==> config.mk <==
export PLATFORM = sky130hd
export DESIGN_NAME = oag_top
export DESIGN_NICKNAME = d
export VERILOG_FILES = /design/src/rtl/oag_pkg.sv /design/src/rtl/oag_disp_ext.sv /design/src/rtl/oag_reg_gate.sv /design/src/rtl/oag_wrap.sv /design/src/rtl/oag_top.sv
export SDC_FILE = /design/constraint.sdc
export NUM_CORES = 1
export LEC_CHECK = 0
export BUFFER_PORTS_ARGS = -buffer_cell sky130_fd_sc_hd__buf_2
export CAP_MARGIN = 20
export CORE_MARGIN = 2
export CORE_UTILIZATION = 45
export DETAILED_ROUTE_END_ITERATION = 7
export MAX_ROUTING_LAYER = met4
export PLACE_DENSITY = 0.71
export SYNTH_ARGS = -nofsm -noshare
export SYNTH_HDL_FRONTEND = slang
export SYNTH_SLANG_ARGS = --single-unit
==> constraint.sdc <==
create_clock -name clk -period 1.2 [get_ports clk]
set_input_delay 0.06 -clock clk [delete_from_list [all_inputs] [get_ports clk]]
set_output_delay 0.06 -clock clk [all_outputs]
set_load 0.02 [all_outputs]
==> src/rtl/oag_pkg.sv <==
package oag_pkg;

  typedef enum logic [1:0] {
    FORM_REG = 2'd0,
    FORM_BD  = 2'd1,
    FORM_XBD = 2'd2,
    FORM_REL = 2'd3
  } form_e;

  typedef enum logic [1:0] {
    AM_24  = 2'd0,
    AM_31  = 2'd1,
    AM_64A = 2'd2,
    AM_64B = 2'd3
  } amode_e;

endpackage

==> src/rtl/oag_disp_ext.sv <==
module oag_disp_ext #(
  parameter int ADDR_W     = 64,
  parameter int SDISP_W    = 12,
  parameter int LDISP_HI_W = 8
) (
  input  logic [SDISP_W-1:0]    lo_i,
  input  logic [LDISP_HI_W-1:0] hi_i,
  input  logic                  long_i,
  output logic [ADDR_W-1:0]     disp_o
);
  localparam int LDISP_W = SDISP_W + LDISP_HI_W;

  logic [ADDR_W-1:0] short_ext;
  logic [ADDR_W-1:0] long_ext;

  always_comb begin
    short_ext = {{(ADDR_W-SDISP_W){1'b0}}, lo_i};
    long_ext  = {{(ADDR_W-LDISP_W){hi_i[LDISP_HI_W-1]}}, hi_i, lo_i};
    disp_o    = long_i ? long_ext : short_ext;
  end
endmodule

==> src/rtl/oag_reg_gate.sv <==
module oag_reg_gate #(
  parameter int ADDR_W    = 64,
  parameter int REG_NUM_W = 4
) (
  input  logic [REG_NUM_W-1:0] num_i,
  input  logic [ADDR_W-1:0]    data_i,
  input  logic                 literal_i,
  output logic [ADDR_W-1:0]    term_o
);
  logic named;

  always_comb begin
    named  = literal_i || (num_i != '0);
    term_o = named ? data_i : '0;
  end
endmodule

==> src/rtl/oag_wrap.sv <==
module oag_wrap
  import oag_pkg::*;
#(
  parameter int ADDR_W = 64,
  parameter int NARROW_W = 24,
  parameter int MID_W    = 31
) (
  input  logic [ADDR_W-1:0] sum_i,
  input  logic [1:0]        amode_i,
  output logic [ADDR_W-1:0] addr_o
);
  localparam logic [ADDR_W-1:0] MASK_NARROW = {{(ADDR_W-NARROW_W){1'b0}}, {NARROW_W{1'b1}}};
  localparam logic [ADDR_W-1:0] MASK_MID    = {{(ADDR_W-MID_W){1'b0}}, {MID_W{1'b1}}};

  logic [ADDR_W-1:0] mask;

  always_comb begin
    case (amode_e'(amode_i))
      AM_24:   mask = MASK_NARROW;
      AM_31:   mask = MASK_MID;
      default: mask = '1;
    endcase
    addr_o = sum_i & mask;
  end
endmodule

==> src/rtl/oag_top.sv <==
module oag_top
  import oag_pkg::*;
#(
  parameter int ADDR_W     = 64,
  parameter int REG_NUM_W  = 4,
  parameter int SDISP_W    = 12,
  parameter int LDISP_HI_W = 8,
  parameter int IMM_W      = 32
) (
  input  logic                  clk,
  input  logic                  rst_n,
  input  logic                  strobe_i,
  input  logic [1:0]            form_i,
  input  logic                  long_disp_i,
  input  logic [1:0]            amode_i,
  input  logic [REG_NUM_W-1:0]  base_num_i,
  input  logic [ADDR_W-1:0]     base_data_i,
  input  logic [REG_NUM_W-1:0]  index_num_i,
  input  logic [ADDR_W-1:0]     index_data_i,
  input  logic [SDISP_W-1:0]    disp_lo_i,
  input  logic [LDISP_HI_W-1:0] disp_hi_i,
  input  logic [ADDR_W-1:0]     inst_addr_i,
  input  logic [IMM_W-1:0]      rel_imm_i,
  output logic                  valid_o,
  output logic [ADDR_W-1:0]     addr_o
);
  localparam int NOPS = 2;

  form_e             form;
  logic [ADDR_W-1:0] disp;
  logic [ADDR_W-1:0] rel_off;
  logic [ADDR_W-1:0] sum;
  logic [ADDR_W-1:0] wrapped;

  logic [NOPS-1:0][REG_NUM_W-1:0] op_num;
  logic [NOPS-1:0][ADDR_W-1:0]    op_data;
  logic [NOPS-1:0]                op_lit;
  logic [NOPS-1:0][ADDR_W-1:0]    op_term;

  logic              valid_d, valid_q;
  logic [ADDR_W-1:0] addr_d,  addr_q;

  assign form = form_e'(form_i);

  oag_disp_ext #(
    .ADDR_W(ADDR_W), .SDISP_W(SDISP_W), .LDISP_HI_W(LDISP_HI_W)
  ) u_disp (
    .lo_i(disp_lo_i), .hi_i(disp_hi_i), .long_i(long_disp_i), .disp_o(disp)
  );

  // slot 0 is the base (or single) register, slot 1 the index register
  assign op_num[0]  = base_num_i;
  assign op_data[0] = base_data_i;
  assign op_lit[0]  = (form == FORM_REG);
  assign op_num[1]  = index_num_i;
  assign op_data[1] = index_data_i;
  assign op_lit[1]  = 1'b0;

  for (genvar g = 0; g < NOPS; g++) begin : g_op
    oag_reg_gate #(
      .ADDR_W(ADDR_W), .REG_NUM_W(REG_NUM_W)
    ) u_gate (
      .num_i(op_num[g]), .data_i(op_data[g]), .literal_i(op_lit[g]),
      .term_o(op_term[g])
    );
  end

  always_comb begin
    rel_off = {{(ADDR_W-IMM_W-1){rel_imm_i[IMM_W-1]}}, rel_imm_i, 1'b0};
    case (form)
      FORM_REG: sum = op_term[0];
      FORM_BD:  sum = op_term[0] + disp;
      FORM_XBD: sum = op_term[0] + op_term[1] + disp;
      default:  sum = inst_addr_i + rel_off;
    endcase
  end

  oag_wrap #(.ADDR_W(ADDR_W)) u_wrap (
    .sum_i(sum), .amode_i(amode_i), .addr_o(wrapped)
  );

  always_comb begin
    valid_d = strobe_i;
    addr_d  = addr_q;
    if (strobe_i) addr_d = wrapped;
  end

  always_ff @(posedge clk or negedge rst_n) begin
    if (!rst_n) begin
      valid_q <= 1'b0;
      addr_q  <= '0;
    end else begin
      valid_q <= valid_d;
      addr_q  <= addr_d;
    end
  end

  assign valid_o = valid_q;
  assign addr_o  = addr_q;


  valid_follows_strobe_chk: assert property (@(posedge clk) disable iff (!rst_n)
    valid_o == $past(strobe_i));


  hold_when_idle_chk: assert property (@(posedge clk) disable iff (!rst_n)
    !strobe_i |=> $stable(addr_o));


  narrow_upper_zero_chk: assert property (@(posedge clk) disable iff (!rst_n)
    (strobe_i && amode_i == 2'b00) |=> (addr_o[ADDR_W-1:24] == '0));


  mid_upper_zero_chk: assert property (@(posedge clk) disable iff (!rst_n)
    (strobe_i && amode_i == 2'b01) |=> (addr_o[ADDR_W-1:31] == '0));


  rel_parity_chk: assert property (@(posedge clk) disable iff (!rst_n)
    (strobe_i && form_i == 2'd3) |=> (addr_o[0] == $past(inst_addr_i[0])));


  single_reg_pass_chk: assert property (@(posedge clk) disable iff (!rst_n)
    (strobe_i && form_i == 2'd0 && amode_i[1]) |=> (addr_o == $past(base_data_i)));
endmodule

==> results of run 1 <==
-- cells in the final DEF, fill, tap and decap left out, drive strengths merged, types with 10 or more instances in the layout --
cell type / count
o21a: 19
nand3: 48
a31oi: 34
o31ai: 17
xor2: 52
and2: 131
and3: 20
ha: 187
fa: 66
o21bai: 38
nor2b: 19
o211ai: 21
nand2: 197
nand4: 48
mux2i: 11
o2bb2ai: 10
or3: 11
mux2: 24
nor4: 11
a211oi: 26
dfrtp: 65
o21ai: 125
a21o: 118
buf: 1234
nor2: 125
a22o: 14
inv: 99
nand2b: 11
nor3: 33
mux4: 40
a21oi: 243
o221ai: 12
xnor2: 111
clkbuf: 13
-- flip-flops by register name, summed over array words and instances (netlist names) --
name / flops
addr_o: 64
valid_o: 1
-- synthesized netlist by cell type (all sizes together) (12+ instances only) --
cell type,n
nand4,48
mux4,40
a211oi,26
dfrtp,65
o21ai,125
nand2,197
a31oi,34
nor2b,19
ha,187
xor2,52
o221ai,12
clkbuf,116
nor2,125
fa,66
nand3,48
o21bai,38
o31ai,17
o211ai,21
inv,99
a22o,14
and2,131
o21a,19
xnor2,111
a21oi,243
a21o,118
and3,20
mux2,24
nor3,33
-- cell families after synthesis --
group	Yosys count	share of synthesized area
AO/OA/AOI/OAI	771	0.294
AND/OR/NAND/NOR	682	0.197
adder cells (fa/ha/maj)	253	0.211
buffers and inverters	221	0.0479
XOR/XNOR	163	0.0822
multiplexers	75	0.0738
flip-flops	65	0.0937
-- stage by stage --
stage	instance area, um2	cells	TNS (ps)	hold WS [ps]
2_1_floorplan	17900	2230	-189280	-236
3_3_place_gp	26300	3821	-185650	99.2
3_5_place_dp	26300	3821	-189540	111
4_1_cts	27400	3847	-159340	113
5_1_grt	28200	3875	-172570	122
6_report	28200	3877	-167270	124
-- critical path: cells and delay by family --
family / cells / cell delay (ps)
and+or+nand+nor: 2 / 770
adders and majority gates: 2 / 840
AOI/OAI and AO/OA: 8 / 1660
muxes: 1 / 470
buffers and inverters: 4 / 630
xor gates and xnor gates: 1 / 130
-- metal layers --
metal / GRT usage / vias to the layer above / part of all wire / wire (um)
li1: - / 10511 / - / -
met1: 0.537 / 11079 / 0.41 / 35300
met2: 0.650 / 1175 / 0.45 / 38500
met3: 0.0988 / 247 / 0.11 / 9080
met4: 0.147 / 0 / 0.041 / 3570
met5: - / - / 0 / 0
-- final cells by class --
| class | instances | area share |
|---|---|---|
| Sequential cell | 65 | 0.0577 |
| Clock buffer | 12 | 0.00874 |
| Antenna cell | 6 | 0.000532 |
| Multi-Input combinational cell | 1944 | 0.583 |
| Inverter | 99 | 0.0133 |
| Tap cell | 511 | 0.0227 |
| Timing Repair Buffer | 1236 | 0.311 |
| Clock inverter | 4 | 0.00350 |
-- what timing repair did --
action | in CTS | in global routing
buffers inserted | 12 | 23
gates resized for setup | 120 | 114
setup endpoints to repair | 64 | 64
pin swaps | 50 | 56
endpoints found under the hold margin | 65 | 0
cloned | 0 | 3
hold buffers | 1 | 0
-- how the worst min path moves through the flow --
stage / startpoint / slack (ps) / end / cells past startpoint
after floorplan: rst_n / -240 / addr_o[0] / 0
after global placement: rst_n / 100 / addr_o[63] / 2
after detailed placement: rst_n / 110 / addr_o[63] / 2
after CTS: base_data_i[42] / 110 / addr_o[42] / 3
after global routing: base_data_i[42] / 120 / addr_o[42] / 3
final: base_data_i[42] / 120 / addr_o[42] / 3
-- power by group through the flow --
| stage | registers, mW | logic (mW) | clock network [mW] |
|---|---|---|---|
| after global placement | 3.07 | 19.3 | 0 |
| after CTS | 3.05 | 20.9 | 3.40 |
| after detailed placement | 3.08 | 19.8 | 0 |
| after global routing | 3.10 | 23.8 | 3.48 |
| after floorplan | 3.61 | 9.93 | 0 |
| final | 3.08 | 22.5 | 3.41 |
==> impl_metrics.yaml, run 1 <==
cts:
  cts_buffers: 9
  clock_path_buffers: 2
  cts_tree: "built"
  path_clk_slew_ps: 80
  clockRootBuffer: "clkbuf_16"
  clk_latency_ps: 360
  numClockSinks: 65
  htreeDepth: 3
sta:
  slew_violations: 0
  rsz0062_at_grt: "true"
  skew_ps: 0
  setup_viol_count_final: 65
  fmax_mhz: 232
  tightest_slew_ps: 719
  finalHoldViolations: 0
  finalCritPeriodShare: 3.59
  period_minus_slack_ps: 4310
  relSlewSlack: 0.521
  worst_slack_ps: -3110
run_status:
  violations: "setup timing"
  outcome: "finished, violations left"
place:
  post-dp-hpwl_mm: 70.2
  pre_cts_ws_ps: -3570
  routabilityCongestion: 1.07
  port_buffers: 324
critical_path:
  cp_slowest_cell: "or4_4"
  worstPathMaxFanout: 19
  critical_path_class: "in2reg"
  rr_worst_depth: 5
  cp-endpoint: "addr_o[53]"
  crit_required_ps: 1460
  r2r-start: "addr_o[62]"
  worstPathArrival_ps: 4570
  critPathMaxStageDelay_ps: 620
  crit_chain: "buf_6, or4_4, buf_12, and2_4, fa_1, ha_4, a21o_1, a21oi_1, buf_4, a2111oi_4, buf_4, a211oi_4, o22ai_2, a31o_4, a211oi_4, xnor2_1, mux4_2, a22o_1"
  r2r-end: "addr_o[62]"
  start_kind: "primary input"
  end_kind: "register"
  setup.worst_path.start: "index_num_i[2]"
  rrSetupSlack_ps: -410
flow_run:
  max_cap_viol_count: 0
hold_path:
  hold_path.class: "in2reg"
die:
  die_w_um: 200
  coreArea_um2: 37800
  die_h_um: 200
  initial_core_util: 0.459
  dieArea_um2: 40200
  ioPinCount: 325
  row_count: 71
power:
  switching_share: 0.457
  peakVddDrop_mv: 0.833
  pwr-share-seq: 0.106
  finalPower_mw: 29.0
  p_clk_frac: 0.118
  p_comb_frac: 0.776
  p_per_area_nw_per_um2: 1030
  leakagePower_nw: 14.0
  p_int_mw: 15.8
  p_switching_mw: 13.3
synthesis:
  async_flop_share: 1.00
  synth_top_area_share: 0.135
  syn_area_um2: 17400
  syn_nets: 2743
  synth_top_cell_by_area: "ha_1"
  avgSynthCellArea_um2: 7.78
  synth.ff_latch_count: 65
  synth_edf_count: 0
  synth_cells: 2230
  yosysUniqueCellTypes: 91
  synth_ff_type: "dfrtp_1"
  synth_area_leaders: "ha_1, dfrtp_1, fa_1, a21oi_1, xnor2_1"
  yosysSeqAreaShare: 0.0937
  synth.yosys.warnings: 0
final_layout:
  multi_input_area_um2: 16400
  fin_util: 0.745
  synthToLayoutAreaGrowth_pct: 62.5
  seq_area_um2: 1630
  fill_cells: 2912
  drive_gt1_frac: 0.458
  nNetsFinal: 3868
global_route:
  overflow: 0
  grt_max_degree: 66
  antenna_found_initial: 4
  grt_pass1_wl_mm: 129
  grt_pass1_vias: 23023
  track_usage: 0.420
detailed_routing:
  num_vias: 23012
  drc: 0
  viasPerCell: 5.94
  drt_iter0_drc: 2197
  wl_mm: 86.4
  wire_per_inst_um: 22.3
  antenna_left: 0
  dr.pass1.iters: 5
Note: power is estimated with default switching activity, not from simulation.
==> inputs of run 2 (changes only) <==
--- a/config.mk
+++ b/config.mk
@@ -9,3 +9,3 @@
 export CAP_MARGIN = 20
-export CORE_MARGIN = 2
+export CORE_MARGIN = 8
 export CORE_UTILIZATION = 45
@@ -14,2 +14,3 @@
 export PLACE_DENSITY = 0.71
+export REMOVE_ABC_BUFFERS = 1
 export SYNTH_ARGS = -nofsm -noshare
--- a/constraint.sdc
+++ b/constraint.sdc
@@ -3,2 +3,2 @@
 set_output_delay 0.06 -clock clk [all_outputs]
-set_load 0.02 [all_outputs]
+set_load 0.005 [all_outputs]
==> run 2 against run 1 <==
Against the previous run: critical path depth increased by 3; global-route usage down 4.1 points; clock-buffer cell count shrank 2; non-clock buffer count down 5; the flow still finishes with violations (setup timing); setup slack worse by 110 ps; power is 1.8% higher; die area up 12%.
==> impl_metrics.yaml, run 2 (synthesized netlist as in run 1, its figures left out) <==
global_route:
  grt_pass1_vias: 22807
  grt_max_degree: 66
  overflow: 0
  track_usage: 0.379
  grt_pass1_wl_mm: 129
  antenna_found_initial: 11
detailed_routing:
  wire_per_inst_um: 22.6
  drc: 0
  wl_mm: 87.8
  drt_iter0_drc: 2378
  viasPerCell: 5.96
  num_vias: 23144
  dr.pass1.iters: 6
  antenna_left: 0
critical_path:
  worstPathMaxFanout: 4
  end_kind: "register"
  cp_slowest_cell: "or4_4"
  critPathMaxStageDelay_ps: 660
  crit_chain: "buf_6, or4_4, buf_12, and2_4, fa_2, buf_6, ha_4, a211oi_4, nor4_4, buf_4, o21ai_2, nand3_2, buf_6, a211oi_4, o31a_1, buf_6, o21a_1, o21a_1, xor2_2, mux4_2, o31ai_4"
  worstPathArrival_ps: 4700
  start_kind: "primary input"
  critical_path_class: "in2reg"
  critical_path.most_common_cell: "buf_6"
  crit_required_ps: 1480
final_layout:
  mostFrequentLayoutCells: "buf_4, buf_2, a21oi_1"
  nNetsFinal: 3863
  drive_gt1_frac: 0.472
  largest_reg_flops: 64
  final_cell_area_um2: 28600
  final_common_cell: "buf_4"
  synthToLayoutAreaGrowth_pct: 64.8
cts:
  clk_latency_ps: 380
  cts_buffers: 9
  cts_tree: "built"
  clockRootBuffer: "clkbuf_16"
  numClockSinks: 65
  path_clk_slew_ps: 90
  htreeDepth: 3
  clock_path_buffers: 2
run_status:
  violations: "setup timing"
  outcome: "finished, violations left"
power:
  p_int_mw: 16.1
  pwr-share-seq: 0.105
  switching_share: 0.456
  p_switching_mw: 13.5
  leakagePower_nw: 14.1
  p_clk_frac: 0.104
  p_comb_frac: 0.791
  peakVddDrop_mv: 0.838
  p_per_area_nw_per_um2: 1030
sta:
  tightest_slew_ps: 822
  finalCritPeriodShare: 3.68
  hold_ws_ps: 39.1
  finalHoldViolations: 0
  skew_ps: 0
  rsz0062_at_grt: "true"
  period_minus_slack_ps: 4420
  slew_violations: 0
  fmax_mhz: 226
  worst_slack_ps: -3220
  setup_viol_count_final: 64
  relSlewSlack: 0.452
hold_path:
  hold_path.class: "in2reg"
die:
  dieArea_um2: 45100
  coreArea_um2: 38400
  ioPinCount: 325
  die_h_um: 212
  die_w_um: 212
  row_count: 72
  initial_core_util: 0.452
place:
  placed_area_um2: 25600
  routabilityCongestion: 1.06
  port_buffers: 324
  post-dp-hpwl_mm: 70.4
flow_run:
  max_cap_viol_count: 0
## run 2: layout make-up
cell class / count / area (um2)
Sequential cell: 65 / 1630
Timing Repair Buffer: 1231 / 8740
Inverter: 99 / 373
Clock inverter: 6 / 66.3
Clock buffer: 10 / 239
Multi-Input combinational cell: 1944 / 16900
Antenna cell: 10 / 25.0
Fill cell: 2924 / 9770
Tap cell: 518 / 648
## run 2: per-stage QoR
step	TNS [ps]	std cells	power (mW)	setup WS (ps)	utilization
after floorplan	-234470	2108	12.1	-4250	-
after global placement	-214770	3803	21.3	-3940	0.667
after detailed placement	-218520	3803	21.6	-4020	0.667
after CTS	-169590	3848	26.9	-3100	0.716
after global routing	-183820	3883	30.9	-3310	0.746
final	-179530	3883	29.5	-3220	0.746
## run 2: worst paths after layout
check,startpoint,endpoint,slack [ps],depth (start not counted)
max in group asynchronous,rst_n,addr_o[58],580,3
hold / removal,base_data_i[55],addr_o[55],40,4
min in group asynchronous,rst_n,addr_o[11],250,3
setup reg to reg,addr_o[62],addr_o[62],-510,5
hold reg to reg,addr_o[6],addr_o[6],490,2
setup / recovery,index_num_i[1],addr_o[40],-3220,21
## run 2: worst max-delay path: cells and delay by family
family / cells / cell delay [ps]
mux: 1 / 500
compound gates: 7 / 1360
fa+ha+maj: 2 / 810
buf+inv: 6 / 810
simple gates: 4 / 1030
xor+xnor: 1 / 110
## run 2: repair_timing
action / 4_1_cts / 5_1_grt
buffers inserted: 29 / 32
gates cloned: 3 / 1
setup endpoints to repair: 64 / 64
pin swaps: 126 / 140
resized for setup: 245 / 171
endpoints found under the hold margin: 65 / 0
hold buffers: 1 / 0
## run 2: power groups by stage
stage               combinational (mW)  sequential, mW  clock, mW
floorplan                         9.07            3.02          0
finish                            23.4            3.10       3.06
global placement                  18.2            3.08          0
CTS                               20.8            3.06       3.01
detailed placement                18.5            3.09          0
global route                      24.6            3.13       3.09
## run 2: metal layers
metal  GRT usage  up-vias  wire (um)  share of wire
li1            -    10481          -              -
met1       0.514    11215      37400           0.43
met2       0.560     1260      38200           0.44
met3      0.0873      188       9750           0.11
met4       0.104        0       2420          0.028
met5           -        -          0              0
